### src/rtl/blit_pkg.sv
package blit_pkg;
  // Strobes from the sequencer to the datapath.
  typedef struct packed {
    logic accept;    // capture configuration, reset line state
    logic lineInit;  // set up the per-line pointers
    logic fetch;     // issue a source read
    logic load;      // capture the returned source byte
    logic pixel;     // process one destination pixel
    logic advLine;   // step to the next scanline
  } blitCtl_t;

  typedef enum logic [2:0] {
    ST_IDLE, ST_LINE, ST_FETCH, ST_LOAD, ST_PIX, ST_DONE
  } blitState_t;
endpackage

### src/rtl/blit_datapath.sv
module blit_datapath
  import blit_pkg::*;
#(
  parameter int ADDR_W = 16,
  parameter int DIM_W  = 12,
  parameter int LINE_W = 10
) (
  input  logic              clk,
  input  logic              rstN,
  input  blitCtl_t          ctl,
  input  logic              busy,
  input  logic [1:0]        depthSel,
  input  logic [DIM_W-1:0]  widthBytes,
  input  logic [LINE_W-1:0] heightLines,
  input  logic [ADDR_W-1:0] srcBase,
  input  logic [ADDR_W-1:0] srcPitch,
  input  logic [ADDR_W-1:0] dstBase,
  input  logic [ADDR_W-1:0] dstPitch,
  input  logic [31:0]       fgColor,
  input  logic              invert,
  input  logic [4:0]        skipField,
  output logic [ADDR_W-1:0] srcRdAddr,
  input  logic [7:0]        srcRdData,
  output logic              dstWrEn,
  output logic [ADDR_W-1:0] dstWrAddr,
  output logic [31:0]       dstWrData,
  output logic [3:0]        dstWrBe,
  output logic              linesDone,
  output logic              lineEmpty,
  output logic              lastPix,
  output logic              byteEnd
);
  localparam int X_W = DIM_W + 1;

  logic [1:0]        depthQ;
  logic [DIM_W-1:0]  widthQ;
  logic [LINE_W-1:0] heightQ, lineCnt;
  logic [ADDR_W-1:0] srcPitchQ, dstPitchQ, lineSrc, lineDst, srcPtr;
  logic [31:0]       fgQ;
  logic              invQ;
  logic [4:0]        skipQ;
  logic [X_W-1:0]    xPos;
  logic [2:0]        bitIdx;
  logic [7:0]        srcByte;

  // Derived per-copy geometry.
  logic [2:0] bpp;
  logic [4:0] dstSkip;
  logic [3:0] quot;
  logic [2:0] bitSkip;
  logic       byteSkip;
  logic [3:0] beMask;

  always_comb begin
    unique case (depthQ)
      2'd0: begin bpp = 3'd1; beMask = 4'b0001; end
      2'd1: begin bpp = 3'd2; beMask = 4'b0011; end
      2'd2: begin bpp = 3'd3; beMask = 4'b0111; end
      default: begin bpp = 3'd4; beMask = 4'b1111; end
    endcase
    quot = 4'(skipQ / 5'd3);
    if (depthQ == 2'd2) begin
      dstSkip  = skipQ;
      bitSkip  = quot[2:0];
      byteSkip = quot[3];
    end else begin
      bitSkip  = skipQ[2:0];
      byteSkip = 1'b0;
      dstSkip  = 5'(bitSkip * bpp);
    end
  end

  logic [X_W-1:0] xNext;
  assign xNext     = xPos + X_W'(bpp);
  assign linesDone = (lineCnt == heightQ);
  assign lineEmpty = (X_W'(dstSkip) >= X_W'(widthQ));
  assign lastPix   = (xNext >= X_W'(widthQ));
  assign byteEnd   = (bitIdx == 3'd7);

  assign srcRdAddr = srcPtr;
  assign dstWrEn   = ctl.pixel & srcByte[3'd7 - bitIdx];
  assign dstWrAddr = lineDst + ADDR_W'(xPos);
  assign dstWrData = fgQ;
  assign dstWrBe   = beMask;

  always_ff @(posedge clk or negedge rstN) begin
    if (!rstN) begin
      depthQ <= '0; widthQ <= '0; heightQ <= '0; lineCnt <= '0;
      srcPitchQ <= '0; dstPitchQ <= '0; lineSrc <= '0; lineDst <= '0;
      srcPtr <= '0; fgQ <= '0; invQ <= 1'b0; skipQ <= '0;
      xPos <= '0; bitIdx <= '0; srcByte <= '0;
    end else begin
      if (ctl.accept) begin
        depthQ    <= depthSel;
        widthQ    <= widthBytes;
        heightQ   <= heightLines;
        srcPitchQ <= srcPitch;
        dstPitchQ <= dstPitch;
        lineSrc   <= srcBase;
        lineDst   <= dstBase;
        fgQ       <= fgColor;
        invQ      <= invert;
        skipQ     <= skipField;
        lineCnt   <= '0;
      end
      if (ctl.lineInit) begin
        xPos   <= X_W'(dstSkip);
        srcPtr <= lineSrc + ADDR_W'(byteSkip);
        bitIdx <= bitSkip;
      end
      if (ctl.load) srcByte <= srcRdData ^ {8{invQ}};
      if (ctl.pixel) begin
        xPos   <= xNext;
        bitIdx <= bitIdx + 3'd1;
        if (byteEnd) srcPtr <= srcPtr + ADDR_W'(1);
      end
      if (ctl.advLine) begin
        lineSrc <= lineSrc + srcPitchQ;
        lineDst <= lineDst + dstPitchQ;
        lineCnt <= lineCnt + LINE_W'(1);
      end
    end
  end

  // every write lies inside the line width
  a_r7_write_in_line: assert property (@(posedge clk) disable iff (!rstN)
    dstWrEn |-> (xPos < X_W'(widthQ)));
  // byte enables are contiguous from lane 0 and cover one pixel
  a_r6_be_pixel: assert property (@(posedge clk) disable iff (!rstN)
    dstWrEn |-> (dstWrBe[0] && $countones(dstWrBe) == int'(bpp)));
  // captured configuration holds while a copy runs
  a_r9_cfg_held: assert property (@(posedge clk) disable iff (!rstN)
    busy |=> ($stable(widthQ) && $stable(depthQ) && $stable(skipQ) && $stable(heightQ)));
  // line count never exceeds the requested height
  a_r7_line_bound: assert property (@(posedge clk) disable iff (!rstN)
    busy |-> (lineCnt <= heightQ));
endmodule

### src/rtl/blit_control.sv
module blit_control
  import blit_pkg::*;
(
  input  logic     clk,
  input  logic     rstN,
  input  logic     start,
  input  logic     linesDone,
  input  logic     lineEmpty,
  input  logic     lastPix,
  input  logic     byteEnd,
  output blitCtl_t ctl,
  output logic     srcRdEn,
  output logic     busy,
  output logic     done
);
  blitState_t state, stateNext;

  always_comb begin
    ctl       = '0;
    stateNext = state;
    unique case (state)
      ST_IDLE: if (start) begin
        ctl.accept = 1'b1;
        stateNext  = ST_LINE;
      end
      ST_LINE: begin
        if (linesDone) begin
          stateNext = ST_DONE;
        end else if (lineEmpty) begin
          ctl.advLine = 1'b1;
        end else begin
          ctl.lineInit = 1'b1;
          stateNext    = ST_FETCH;
        end
      end
      ST_FETCH: begin
        ctl.fetch = 1'b1;
        stateNext = ST_LOAD;
      end
      ST_LOAD: begin
        ctl.load  = 1'b1;
        stateNext = ST_PIX;
      end
      ST_PIX: begin
        ctl.pixel = 1'b1;
        if (lastPix) begin
          ctl.advLine = 1'b1;
          stateNext   = ST_LINE;
        end else if (byteEnd) begin
          stateNext = ST_FETCH;
        end
      end
      default: stateNext = ST_IDLE;
    endcase
  end

  always_ff @(posedge clk or negedge rstN) begin
    if (!rstN) state <= ST_IDLE;
    else       state <= stateNext;
  end

  assign srcRdEn = ctl.fetch;
  assign busy    = (state != ST_IDLE) && (state != ST_DONE);
  assign done    = (state == ST_DONE);

  // done is a single-cycle pulse with busy low
  a_r8_done_idle: assert property (@(posedge clk) disable iff (!rstN)
    done |-> !busy);
  a_r8_done_single: assert property (@(posedge clk) disable iff (!rstN)
    done |=> !done);
  a_r8_done_after_busy: assert property (@(posedge clk) disable iff (!rstN)
    done |-> $past(busy));
  // a read request is never repeated on the next cycle
  a_r4_read_spaced: assert property (@(posedge clk) disable iff (!rstN)
    srcRdEn |=> !srcRdEn);
endmodule

### src/rtl/mono_expand_blitter.sv
module mono_expand_blitter
  import blit_pkg::*;
#(
  parameter int ADDR_W = 16,
  parameter int DIM_W  = 12,
  parameter int LINE_W = 10
) (
  input  logic              clk,
  input  logic              rstN,
  input  logic              start,
  input  logic [1:0]        depthSel,
  input  logic [DIM_W-1:0]  widthBytes,
  input  logic [LINE_W-1:0] heightLines,
  input  logic [ADDR_W-1:0] srcBase,
  input  logic [ADDR_W-1:0] srcPitch,
  input  logic [ADDR_W-1:0] dstBase,
  input  logic [ADDR_W-1:0] dstPitch,
  input  logic [31:0]       fgColor,
  input  logic              invert,
  input  logic [4:0]        skipField,
  output logic              srcRdEn,
  output logic [ADDR_W-1:0] srcRdAddr,
  input  logic [7:0]        srcRdData,
  output logic              dstWrEn,
  output logic [ADDR_W-1:0] dstWrAddr,
  output logic [31:0]       dstWrData,
  output logic [3:0]        dstWrBe,
  output logic              busy,
  output logic              done
);
  blitCtl_t ctl;
  logic linesDone, lineEmpty, lastPix, byteEnd;

  blit_control u_ctrl (
    .clk(clk), .rstN(rstN), .start(start),
    .linesDone(linesDone), .lineEmpty(lineEmpty),
    .lastPix(lastPix), .byteEnd(byteEnd),
    .ctl(ctl), .srcRdEn(srcRdEn), .busy(busy), .done(done)
  );

  blit_datapath #(.ADDR_W(ADDR_W), .DIM_W(DIM_W), .LINE_W(LINE_W)) u_dp (
    .clk(clk), .rstN(rstN), .ctl(ctl), .busy(busy),
    .depthSel(depthSel), .widthBytes(widthBytes), .heightLines(heightLines),
    .srcBase(srcBase), .srcPitch(srcPitch), .dstBase(dstBase), .dstPitch(dstPitch),
    .fgColor(fgColor), .invert(invert), .skipField(skipField),
    .srcRdAddr(srcRdAddr), .srcRdData(srcRdData),
    .dstWrEn(dstWrEn), .dstWrAddr(dstWrAddr), .dstWrData(dstWrData), .dstWrBe(dstWrBe),
    .linesDone(linesDone), .lineEmpty(lineEmpty), .lastPix(lastPix), .byteEnd(byteEnd)
  );

  // no activity on the memory ports while idle
  a_r1_quiet_idle: assert property (@(posedge clk) disable iff (!rstN)
    (!busy) |-> (!srcRdEn && !dstWrEn));
endmodule

### config.mk
export PLATFORM = sky130hd
export DESIGN_NAME = mono_expand_blitter
export DESIGN_NICKNAME = d
export VERILOG_FILES = /design/src/rtl/blit_pkg.sv /design/src/rtl/blit_datapath.sv /design/src/rtl/blit_control.sv /design/src/rtl/mono_expand_blitter.sv
export SDC_FILE = /design/constraint.sdc
export NUM_CORES = 1
export LEC_CHECK = 0
export CAP_MARGIN = 15
export CORE_MARGIN = 4
export CORE_UTILIZATION = 48
export DETAILED_ROUTE_END_ITERATION = 8
export PLACE_DENSITY = 0.84
export SLEW_MARGIN = 15
export SYNTH_ARGS = -nofsm -noshare
export SYNTH_HDL_FRONTEND = slang
export SYNTH_SLANG_ARGS = --single-unit
### constraint.sdc
create_clock -name clk -period 4.8 [get_ports clk]
set_clock_uncertainty 0.05 [all_clocks]
set_input_delay 0.48 -clock clk [delete_from_list [all_inputs] [get_ports clk]]
set_output_delay 0.48 -clock clk [all_outputs]
set_load 0.03 [all_outputs]
==> results.md <==
* Hold Vio Cnt, Final at 0
* Worst R2R Path Depth at 18
* CP Launch Type: flop
* Critical path type: flop to flop
* Status: finished clean
* Critical Path AT at 4.97 ns
* Max Slew Vio Count at 0
* Number of synthesized flops with an enable pin at 0
* CP Capture Type: flop
* Flops & latches, synth at roughly 180
* Mapped cell area at 11,110 µm²
* Via count at 10.13k
* P per Cell Area at 714.7 nW/µm²
* Filler cells at 1,898
* Total track usage at 0.2370
* Commonest cells after routing, fill and taps aside: nand2_1 (374), clkdlybuf4s50_1 (206), dfrtp_1 (179)
* Slew headroom at 0.3894
* Reg2Reg Launch Point: u_dp.depthQ[0]$_DFFE_PN0P_
* Max-Cap Viols at 0
* Die area at 25,650 µm²
* 1st-iter DRT viols at 807
* Post-synth net total at 1,519
* Setup violators final at 0
* Peak VDD IR at 0.3437 mV
* Cells after Synth at roughly 1.3k
* Maximum level of the CTS H-tree at 4
* Worst Max-Slew Pin Slew at 0.9132 ns
* Vias in the first global route at 10.19k
* Seq/Total Area, Yosys at 0.4031
* Top FF cell, synth: dfrtp_1
* Remaining antenna violation count after routing at 0
* HPWL after detailed placement at between 20,000 and 25,000 µm
* Worst reg2reg setup slack at about 0.14 ns
* WL final at 30,460 µm
* Ant diodes at 0
* CTS clk-pin slew, worst paths at 0.07 ns
* Worst hold margin at around 0.017 ns
* Fmax at 214.6 MHz
* Async S/R FF share, synth at 1.000
* Mean post-synth cell area at between 8 and 9 µm²
* Area growth, synth to finish at 27.17%
* Peak fanout along the critical path at 12
* FP Rows at 55
* Final critical-path required period at 4.660 ns
* Largest cells by area after synthesis: dfrtp_1 (40%), nand2_1 (13%), ha_1 (8.7%)
* Static Leak at 6.530 nW
* Top Ports at 209
* Total iterations of the first detailed-routing run at 5
* CP max stage delay at approximately 0.49 ns
* Cell variety after synth at 74
* First-pass GRT wire length at 50,470 µm
* Port bufs at 207
* Share of cells above drive strength 1 at 0.05929
* Initial antenna violation count at 0
* Remaining DRCs at 0
* CTS Sinks at 179
* Crit path cell chain: inv_1 > ha_4 > inv_1 > fa_1 > nand2b_1 > a21oi_2 > nand3_1 > xnor2_1 > ha_1 > or4_1 > a21oi_1 > a221o_2 > nand4_2 > and2_4 > or2_1 > buf_4 > mux2_2 > mux2i_1
* Post-CTS Hold Buffers at 0
* Largest area contributor in the netlist: dfrtp_1
* Worst min-delay path class: input port to asynchronous set/reset pin
* Worst skew pair latency at approximately 0.44 ns
* Max Buffers Root-to-Sink at 2
* Core area at 22,710 µm²
* Via/cell ratio at 5.671
* Routability congestion estimate at 0.8833
* CTS tree: yes
* Yosys top cell area share at 0.4031
* Crit-path slowest cell: or4_1
* Tcrit/Tclk final at 0.9709
* Worst EP required at approximately 5.1 ns
* Die width at 160.2 µm
* Overall Power at 10.10 mW
* Root Buffer: clkbuf_16
* Number of nets in the layout at roughly 1.7k
* CTS Buf Count at 17
* RR Endpoint: u_dp.lineCnt[6]$_DFFE_PN0P_
* Most common cell after layout, fill and taps aside: nand2_1
* Chip Height at 160.2 µm
* Largest net degree at the start of global routing at 94
* Most frequent cell on the critical path: inv_1
* Gr ovfl total at 0
* Initial core utilization at 0.4894
* Wire length per cell at 17.05 µm
* Ys Warns at 0
==> report_power, final <==
part / switching [mW] / total, mW / internal (mW)
clock network: 0.682 / 1.44 / 0.758
logic: 3.34 / 5.84 / 2.51
registers: 0.643 / 2.82 / 2.17
==> layout make-up <==
class                   instances  area (µm²)  share of cell area
inverters                      43       161.4             0.01142
well taps                     285       356.6             0.02523
multi-input cells            1019        6277              0.4442
clock buffers                  18       439.2             0.03108
clock inverters                14       162.7             0.01151
repair buffers                228        2256              0.1596
flip-flops and latches        179        4479              0.3170
==> per-stage QoR <==
step / utilization / cell area [µm²] / instances / worst slack [ns] / setup TNS [ns]
finish: 0.6223 / 14130 / 1786 / 0.1397 / 0
global route: 0.6223 / 14130 / 1786 / -0.03301 / -0.09655
CTS: 0.6207 / 14100 / 1785 / 0.06014 / 0
detailed placement: 0.5942 / 13490 / 1753 / 0.1538 / 0
global placement: 0.5942 / 13490 / 1753 / 0.2186 / 0
floorplan: - / 11110 / 1299 / 0.3110 / 0
==> critical path, delay by kind of cell, from the launching register on <==
| kind | cells | cell delay, ns |
|---|---|---|
| mux | 2 | 0.43 |
| simple gates | 6 | 1.64 |
| compound gates | 3 | 0.51 |
| xor+xnor | 1 | 0.17 |
| buf+inv | 3 | 0.41 |
| flops | 1 | 0.40 |
| fa+ha+maj | 3 | 0.96 |
==> per-layer routing <==
| layer | part of all wire | track usage |
|---|---|---|
| met4 | 0.024 | 0.07704 |
| met3 | 0.086 | 0.07200 |
| met2 | 0.47 | 0.3844 |
| met5 | 0 | 0 |
| met1 | 0.42 | 0.3047 |
==> Yosys cell counts (all sizes together), types with 4 or more instances <==
| library cell | count |
|---|---|
| o21bai | 5 |
| mux2 | 10 |
| a2111oi | 4 |
| o31ai | 9 |
| nand3 | 32 |
| xnor2 | 59 |
| or3 | 7 |
| nand2 | 374 |
| clkbuf | 52 |
| and2 | 14 |
| o211ai | 10 |
| nor3b | 4 |
| a22o | 4 |
| a31oi | 28 |
| or2 | 6 |
| a211oi | 6 |
| nand4 | 10 |
| ha | 77 |
| nor4 | 5 |
| a21o | 11 |
| nand2b | 7 |
| and3 | 27 |
| a221oi | 6 |
| dfrtp | 179 |
| nor2 | 61 |
| a221o | 10 |
| a21oi | 51 |
| buf | 6 |
| o22ai | 4 |
| fa | 6 |
| xor2 | 22 |
| nor2b | 10 |
| mux2i | 11 |
| o21a | 9 |
| o21ai | 66 |
| nor3 | 16 |
| inv | 43 |
==> sequential cells by signal, summed over array words and instances (netlist names) <==
register,count
u_dp.depthQ,2
u_dp.dstPitchQ,16
u_dp.lineCnt,10
u_dp.heightQ,10
u_ctrl.state,3
u_dp.lineSrc,16
u_dp.srcPitchQ,16
u_dp.bitIdx,3
u_dp.srcByte,8
u_dp.dstWrData,32
u_dp.srcRdAddr,16
u_dp.lineDst,16
u_dp.widthQ,12
u_dp.invQ,1
u_dp.xPos,13
u_dp.skipQ,5
==> worst max path at each step <==
stage / cells past startpoint / to / startpoint / slack, ns
2_1_floorplan: 20 / u_dp.lineDst[15]$_DFFE_PN0P_ / u_dp.depthQ[0]$_DFFE_PN0P_ / 0.31
3_3_place_gp: 18 / u_dp.lineDst[15]$_DFFE_PN0P_ / u_dp.depthQ[0]$_DFFE_PN0P_ / 0.22
3_5_place_dp: 19 / u_dp.lineCnt[6]$_DFFE_PN0P_ / u_dp.depthQ[0]$_DFFE_PN0P_ / 0.15
5_1_grt: 18 / u_dp.lineCnt[6]$_DFFE_PN0P_ / u_dp.depthQ[0]$_DFFE_PN0P_ / -0.03
6_report: 18 / u_dp.lineCnt[6]$_DFFE_PN0P_ / u_dp.depthQ[0]$_DFFE_PN0P_ / 0.14
4_1_cts: 19 / u_dp.lineCnt[6]$_DFFE_PN0P_ / u_dp.depthQ[0]$_DFFE_PN0P_ / 0.06
==> timing repair <==
| action | CTS | global route |
|---|---|---|
| gates resized for setup | 0 | 7 |
| setup endpoints to repair | 0 | 22 |
| hold endpoints to repair | 0 | 0 |
| setup buffers | 0 | 1 |
==> cell families after synthesis <==
| group | share of synthesized area |
|---|---|
| AND/OR/NAND/NOR | 0.2292 |
| AO/OA/AOI/OAI | 0.1459 |
| adder cells (fa/ha/maj) | 0.09750 |
| flip-flops | 0.4031 |
| XOR/XNOR | 0.06384 |
| other | 0.0003374 |
| multiplexers | 0.02443 |
| buffers and inverters | 0.03569 |
No activity file was read; power rests on OpenSTA's default activity.
